## src/rtl/pirq_rt_pkg.sv

```systemverilog
// Shared types for the interrupt line router.
// Assumes no more than 32 controller pins, so a 5-bit pin index is enough.
package pirq_rt_pkg;

    // One route byte: disable flag above a legacy pin number.
    typedef struct packed {
        logic       dis;
        logic [6:0] pin;
    } route_t;

    // Stored control bits: base enable and interrupt target select.
    typedef struct packed {
        logic       en;
        logic [2:0] sel;
    } acpi_ctl_t;

    // Decoded interrupt target: legal flag and pin index.
    typedef struct packed {
        logic       ok;
        logic [4:0] pin;
    } sci_tgt_t;

    // Maps a select code to its pin; reserved codes return ok = 0.
    function automatic sci_tgt_t sci_decode(input logic [2:0] sel);
        sci_tgt_t t;
        t.ok  = 1'b1;
        t.pin = 5'd9;
        case (sel)
            3'd0:    t.pin = 5'd9;
            3'd1:    t.pin = 5'd10;
            3'd2:    t.pin = 5'd11;
            3'd4:    t.pin = 5'd20;
            3'd5:    t.pin = 5'd21;
            default: t.ok  = 1'b0;
        endcase
        return t;
    endfunction

endpackage

```

## src/rtl/pirq_cfg_regs.sv

```systemverilog
// Config register file: route bytes, control bits and base register.
// Assumes byte-wide writes and an even line count split into two equal groups.
module pirq_cfg_regs
    import pirq_rt_pkg::*;
#(
    parameter int          N_PIRQ        = 8,
    parameter int          ADDR_W        = 8,
    parameter int          ROUTE_LO_ADDR = 'h60,
    parameter int          ROUTE_HI_ADDR = 'h68,
    parameter int          CTRL_ADDR     = 'h44,
    parameter int          PMB_ADDR      = 'h40,
    parameter logic [7:0]  ROUTE_DEFAULT = 8'h80,
    parameter logic [3:0]  CTRL_DEFAULT  = 4'h0,
    parameter logic [31:0] PMB_DEFAULT   = 32'h0000_0001
) (
    input  logic                    clk,
    input  logic                    rst_n,
    input  logic                    cfg_we,
    input  logic [ADDR_W-1:0]       cfg_addr,
    input  logic [7:0]              cfg_wdata,
    output route_t [N_PIRQ-1:0]     routes_o,
    output acpi_ctl_t               ctl_o,
    output logic [31:0]             pmb_o,
    output logic                    route_chg_o
);

    localparam int GRP       = N_PIRQ / 2;
    localparam int PMB_BYTES = 4;

    logic [N_PIRQ-1:0] route_hit;

    // Address of the route byte for line k.
    function automatic logic [ADDR_W-1:0] route_addr(input int k);
        return (k < GRP) ? ADDR_W'(ROUTE_LO_ADDR + k) : ADDR_W'(ROUTE_HI_ADDR + k - GRP);
    endfunction

    // Decode which route byte, if any, the current write targets.
    always_comb begin
        for (int k = 0; k < N_PIRQ; k++) begin
            route_hit[k] = cfg_we && (cfg_addr == route_addr(k));
        end
    end

    // Register updates and the route-change strobe.
    always_ff @(posedge clk) begin
        if (!rst_n) begin
            for (int k = 0; k < N_PIRQ; k++) routes_o[k] <= route_t'(ROUTE_DEFAULT);
            ctl_o       <= acpi_ctl_t'(CTRL_DEFAULT);
            pmb_o       <= PMB_DEFAULT;
            route_chg_o <= 1'b0;
        end else begin
            route_chg_o <= |route_hit;
            for (int k = 0; k < N_PIRQ; k++) begin
                if (route_hit[k]) routes_o[k] <= route_t'(cfg_wdata);
            end
            if (cfg_we && cfg_addr == ADDR_W'(CTRL_ADDR)) begin
                ctl_o <= '{en: cfg_wdata[7], sel: cfg_wdata[2:0]};
            end
            for (int b = 0; b < PMB_BYTES; b++) begin
                if (cfg_we && cfg_addr == ADDR_W'(PMB_ADDR + b)) pmb_o[8*b +: 8] <= cfg_wdata;
            end
        end
    end

    a_r10_strobe_after_write: assert property (@(posedge clk) disable iff (!rst_n)
        (|route_hit) |=> route_chg_o);
    a_r10_no_strobe_idle: assert property (@(posedge clk) disable iff (!rst_n)
        !cfg_we |=> !route_chg_o);

endmodule

```

## src/rtl/pirq_sci_ctl.sv

```systemverilog
// Power-management interrupt control: registers the level, tracks the target
// pin and inserts a one-cycle gap when an asserted interrupt is retargeted.
// Assumes the select field is stable in the control register once written.
module pirq_sci_ctl
    import pirq_rt_pkg::*;
#(
    parameter logic [4:0] RESET_PIN = 5'd9
) (
    input  logic      clk,
    input  logic      rst_n,
    input  logic      sci_in,
    input  acpi_ctl_t ctl_i,
    output logic [4:0] sci_pin_o,
    output logic      sci_drive_o
);

    sci_tgt_t tgt;
    logic     sci_q;
    logic     hold_q;
    logic     move;

    // Decode the select field and detect a pending retarget.
    always_comb begin
        tgt  = sci_decode(ctl_i.sel);
        move = tgt.ok && (tgt.pin != sci_pin_o);
    end

    // Level register, target pin and retarget gap flag.
    always_ff @(posedge clk) begin
        if (!rst_n) begin
            sci_q     <= 1'b0;
            hold_q    <= 1'b0;
            sci_pin_o <= RESET_PIN;
        end else begin
            sci_q  <= sci_in;
            hold_q <= move && sci_q;
            if (move) sci_pin_o <= tgt.pin;
        end
    end

    assign sci_drive_o = sci_q & ~hold_q;

    a_r5_pin_legal: assert property (@(posedge clk) disable iff (!rst_n)
        sci_pin_o inside {5'd9, 5'd10, 5'd11, 5'd20, 5'd21});
    a_r5_reserved_keeps_pin: assert property (@(posedge clk) disable iff (!rst_n)
        !tgt.ok |=> $stable(sci_pin_o));
    a_r7_gap_on_move: assert property (@(posedge clk) disable iff (!rst_n)
        (move && sci_q) |=> !sci_drive_o);
    a_r6_level_follows: assert property (@(posedge clk) disable iff (!rst_n)
        (sci_in && !move) |=> sci_drive_o);
    a_r6_low_follows: assert property (@(posedge clk) disable iff (!rst_n)
        !sci_in |=> !sci_drive_o);

endmodule

```

## src/rtl/pirq_pin_mux.sv

```systemverilog
// Combinational OR network from lines and the interrupt onto controller pins.
// Assumes the total pin count fits a 5-bit index.
module pirq_pin_mux
    import pirq_rt_pkg::*;
#(
    parameter int N_PIRQ = 8,
    parameter int N_PIC  = 16,
    localparam int N_OUT = N_PIC + N_PIRQ
) (
    input  route_t [N_PIRQ-1:0] routes_i,
    input  logic [N_PIRQ-1:0]   pirq_i,
    input  logic                sci_drive_i,
    input  logic [4:0]          sci_pin_i,
    output logic [N_OUT-1:0]    irq_o
);

    for (genvar n = 0; n < N_PIC; n++) begin : g_pic
        logic pic_hit;
        // Wired OR of every enabled line programmed to legacy pin n.
        always_comb begin
            pic_hit = sci_drive_i && (sci_pin_i == 5'(n));
            for (int k = 0; k < N_PIRQ; k++) begin
                pic_hit = pic_hit | (!routes_i[k].dis && routes_i[k].pin == 7'(n) && pirq_i[k]);
            end
        end
        assign irq_o[n] = pic_hit;
    end

    for (genvar k = 0; k < N_PIRQ; k++) begin : g_apic
        // Fixed pass-through of line k, plus the interrupt when mapped here.
        assign irq_o[N_PIC+k] = pirq_i[k] | (sci_drive_i && sci_pin_i == 5'(N_PIC + k));
    end

endmodule

```

## src/rtl/pirq_router.sv

```systemverilog
// Top of the interrupt line router: config registers, interrupt control
// and the pin OR network, plus the decoded power-management base.
// Assumes synchronous active-low reset and byte-wide config writes.
module pirq_router
    import pirq_rt_pkg::*;
#(
    parameter int          N_PIRQ   = 8,
    parameter int          N_PIC    = 16,
    parameter int          ADDR_W   = 8,
    parameter logic [31:0] PMB_MASK = 32'h0000_FF80,
    localparam int         N_OUT    = N_PIC + N_PIRQ
) (
    input  logic              clk,
    input  logic              rst_n,
    input  logic              cfg_we,
    input  logic [ADDR_W-1:0] cfg_addr,
    input  logic [7:0]        cfg_wdata,
    input  logic [N_PIRQ-1:0] pirq_in,
    input  logic              sci_in,
    output logic [N_OUT-1:0]  irq_out,
    output logic              route_chg,
    output logic [31:0]       pm_base
);

    route_t [N_PIRQ-1:0] routes;
    acpi_ctl_t           ctl;
    logic [31:0]         pmb;
    logic [4:0]          sci_pin;
    logic                sci_drive;

    pirq_cfg_regs #(.N_PIRQ(N_PIRQ), .ADDR_W(ADDR_W)) u_regs (
        .clk        (clk),
        .rst_n      (rst_n),
        .cfg_we     (cfg_we),
        .cfg_addr   (cfg_addr),
        .cfg_wdata  (cfg_wdata),
        .routes_o   (routes),
        .ctl_o      (ctl),
        .pmb_o      (pmb),
        .route_chg_o(route_chg)
    );

    pirq_sci_ctl u_sci (
        .clk        (clk),
        .rst_n      (rst_n),
        .sci_in     (sci_in),
        .ctl_i      (ctl),
        .sci_pin_o  (sci_pin),
        .sci_drive_o(sci_drive)
    );

    pirq_pin_mux #(.N_PIRQ(N_PIRQ), .N_PIC(N_PIC)) u_mux (
        .routes_i   (routes),
        .pirq_i     (pirq_in),
        .sci_drive_i(sci_drive),
        .sci_pin_i  (sci_pin),
        .irq_o      (irq_out)
    );

    // Base is decoded only while enabled, and aligned by the mask.
    always_comb pm_base = ctl.en ? (pmb & PMB_MASK) : 32'h0;

    a_r8_base_aligned: assert property (@(posedge clk) disable iff (!rst_n)
        (pm_base & ~PMB_MASK) == 32'h0);
    a_r8_disable_clears: assert property (@(posedge clk) disable iff (!rst_n)
        (cfg_we && cfg_addr == ADDR_W'('h44) && !cfg_wdata[7]) |=> (pm_base == 32'h0));
    a_r4_apic_pass: assert property (@(posedge clk) disable iff (!rst_n)
        (pirq_in & ~irq_out[N_PIC +: N_PIRQ]) == '0);
    a_r7_single_pin: assert property (@(posedge clk) disable iff (!rst_n)
        (pirq_in == '0) |-> $countones(irq_out) <= 1);

endmodule

```

## config.mk

```make
export PLATFORM = sky130hd
export DESIGN_NAME = pirq_router
export DESIGN_NICKNAME = d
export VERILOG_FILES = /design/src/rtl/pirq_rt_pkg.sv /design/src/rtl/pirq_cfg_regs.sv /design/src/rtl/pirq_sci_ctl.sv /design/src/rtl/pirq_pin_mux.sv /design/src/rtl/pirq_router.sv
export SDC_FILE = /design/constraint.sdc
export NUM_CORES = 1
export LEC_CHECK = 0
export ABC_CLOCK_PERIOD_IN_PS = 2830
export BUFFER_PORTS_ARGS = -buffer_cell sky130_fd_sc_hd__buf_4
export CORE_UTILIZATION = 57
export DETAILED_ROUTE_END_ITERATION = 10
export PLACE_DENSITY = 0.81
export SYNTH_ARGS = -nofsm -noshare
export SYNTH_HDL_FRONTEND = slang
export SYNTH_SLANG_ARGS = --single-unit
```

## constraint.sdc

```tcl
create_clock -name clk -period 2.83 [get_ports clk]
set_clock_uncertainty 0.2 [all_clocks]
set_input_delay 0.566 -clock clk [delete_from_list [all_inputs] [get_ports clk]]
set_output_delay 0.566 -clock clk [all_outputs]
set_load 0.02 [all_outputs]
```

==> qor.yml <==
hold_path_class: "input port to flop"
routed_wl_um: 13400
syn_inst: 607
synthArstFlopShare_pct: 0
p_per_area_mw_per_mm2: 379
worst_hold_slack_ns: 0.212
core_mm2: 0.00834
hpwl_um: 9970
place_congestion: 0.997
ant_nets: 0
worstSetupStartpoint: "u_regs.routes_o[44]"
final-max-slew-violation-count: 0
antenna_cells: 0
status: "finished, final reports clean"
synthDistinctLibCells: 47
fp.dieH_um: 95.4
cp.required_ns: 2.06
grt_overflow: 0
cp_top_family: "simple AND/OR/NAND/NOR gates"
syn_avg_cell_area_um2: 8.19
drtIter0Drc: 297
ir_worst_vdd_uv: 310
multi_input_area_mm2: 0.00302
cts_tree: "done"
dr.pass1.iters: 5
path_cells: "nor4_1, buf_4, nand2_1, nor3b_1, buf_4, nand3_1, nand4_1, buf_4"
path_class: "flop to primary output"
yosys_warnings: 0
port_buffers: 61
rsz0062_at_grt: "true"
instances_no_fill: 758
syn-cell-area_mm2: 0.00497
crit_fanout: 4
end_kind: "primary output"
synth_edf_count: 0
clk_pin_slew_worst_paths_ns: 0.09
nets: 676
crit_buf_inv: 3
row_count: 33
die_w_um: 95.4
drc: 0
worst_slew_pin_slew_ns: 0.621
setup_viol: 0
cts_buffers: 9
gr-usage-all-layers_pct: 30.9
p_leak_nw: 2.53
ff_latch_area_mm2: 0.00168
grt_max_degree: 49
ys_ff_latch: 84
clk_path_buf_depth: 2
post_drt_wl_per_cell_um: 17.7
cp_common_cell: "buf_4"
period_share_pct: 96.5
synth_flop_cell: "dfxtp_1"
grt_pass1_wl_um: 21500
slew-limit-headroom_pct: 58.1
final_common_cell: "nor2_1"
min_from: "sci_in"
worst_path_max_delay_cell: "dfxtp_1"
htree_levels: 3
die_area_mm2: 0.00910
worst-endpoint-arrival_ns: 1.96
fillers: 687
antenna_found_initial: 0
max_stage_delay_ns: 0.34
fmax_mhz: 366
r2r-start: "u_regs.ctl_o[1]"
syn_to_final_growth_pct: 14.3
ctsHoldBuffers: 0
grt_pass1_vias: 4516
initial_utilization_pct: 59.6
crit_path_start_kind: "flop"
layout-drive-gt1-share_pct: 20.1
place_inst: 742
via_per_inst: 6.22
layout.cells.most_common_list: "nor2_1 (83), buf_4 (82), dfxtp_1 (82)"
clock_latency_ns: 0.35
maxCapViolCount: 0
io-pin-count: 85
routed-via-count: 4713
cts.sinks: 84
ys_seq_area_share_pct: 33.8
period_needed_ns: 2.73
clockRootBuffer: "clkbuf_8"
hold_violations: 0
==> worst paths after layout <==
check | slack, ns | depth (start not counted) | end
worst max register to register | 0.62 | 5 | u_sci.sci_pin_o[2]
worst min-delay path | 0.21 | 2 | u_sci.sci_q
worst min register to register | 0.26 | 2 | u_sci.hold_q
worst max-delay path | 0.1 | 8 | irq_out[14]
==> final cells by class <==
| type | count | area share, % |
|---|---|---|
| flip-flops and latches | 84 | 29.7 |
| multi-input cells | 461 | 53.2 |
| repair buffers | 83 | 11.2 |
| well taps | 105 | 2.31 |
| inverters | 9 | 0.595 |
| clock buffers | 9 | 2.18 |
| clock inverters | 7 | 0.903 |
==> cells by family (layout without fill, tap and decap cells) <==
group                     after synthesis  in the layout  synth area share [%]
and+or+nand+nor                       305            305                  32.1
other                                   1             23                0.0755
muxes                                  76             76                  15.3
buffers and inverters                  84            108                  9.47
xor gates and xnor gates                2              2                 0.353
AOI/OAI and AO/OA                      55             55                  8.86
DFF                                    84             84                  33.8
==> per-layer routing <==
metal / share of wire (%) / up-vias / global-route usage, %
met5: 0 / - / 0
met4: 1.8 / 0 / 13.3
met3: 6.3 / 22 / 5.90
met2: 51 / 196 / 55.1
met1: 41 / 2286 / 35.8
li1: - / 2209 / -
==> report_power, final <==
part / internal [mW] / switching, mW
sequential: 1.19 / 0.00747
combinational: 0.0640 / 0.117
clock: 0.322 / 0.457
==> cells in the mapped netlist, types with 2 or more instances <==
master	instances	share of area [%]
and4b_1	2	0.40
nand2b_1	4	0.50
clkbuf_1	33	2.5
mux2i_1	76	15
a31oi_1	3	0.38
dfxtp_1	84	34
and3_1	7	0.88
inv_1	8	0.60
nor2_1	85	6.4
nand4b_1	2	0.35
nand3_1	63	6.3
buf_4	41	6.2
nand3b_1	6	0.91
nor4bb_1	8	1.6
and2_1	11	1.4
a211oi_1	2	0.30
a21o_1	4	0.60
or4b_2	3	0.60
nor3b_1	9	1.4
a22oi_1	6	0.91
nor2b_1	19	2.4
or3b_2	2	0.35
a32oi_1	7	1.2
and3b_1	2	0.35
a221oi_1	17	3.0
a21oi_1	3	0.30
o221ai_1	7	1.2
nor3_1	13	1.3
nor4_1	4	0.50
nand4_1	12	1.5
nand2_1	46	3.5
nor4b_1	3	0.53
==> per-stage QoR <==
stage	setup slack, ns	setup TNS (ns)	util (%)	power [mW]	instance area, um2
after detailed placement	0.0929	0	64.5	1.40	5380
after floorplan	0.333	0	-	1.36	5050
after global placement	0.107	0	64.5	1.39	5380
final	0.0999	0	68.1	2.15	5680
after CTS	0.00497	0	66.9	2.16	5580
after global routing	-0.00259	-0.00533	68.1	2.23	5680
==> worst register-to-register path, stage by stage, from the launching register on <==
cell	delay, ns
dfxtp_1	0.55
nor2b_1	0.13
and4b_1	0.23
o32ai_1	0.51
nand2_1	0.20
a31o_2	0.29
==> flip-flops by register name, indices dropped and copies added (netlist names) <==
register	count
u_sci.sci_q	1
u_regs.routes_o	64
u_regs.ctl_o	4
u_regs.route_chg_o	1
u_sci.sci_pin_o	4
u_regs.pmb_o	9
u_sci.hold_q	1
==> repair_timing <==
item	in CTS	in global routing
resized for setup	6	22
setup buffers	0	0
setup endpoints to repair	16	16
Power figures use the tool's default switching activity.
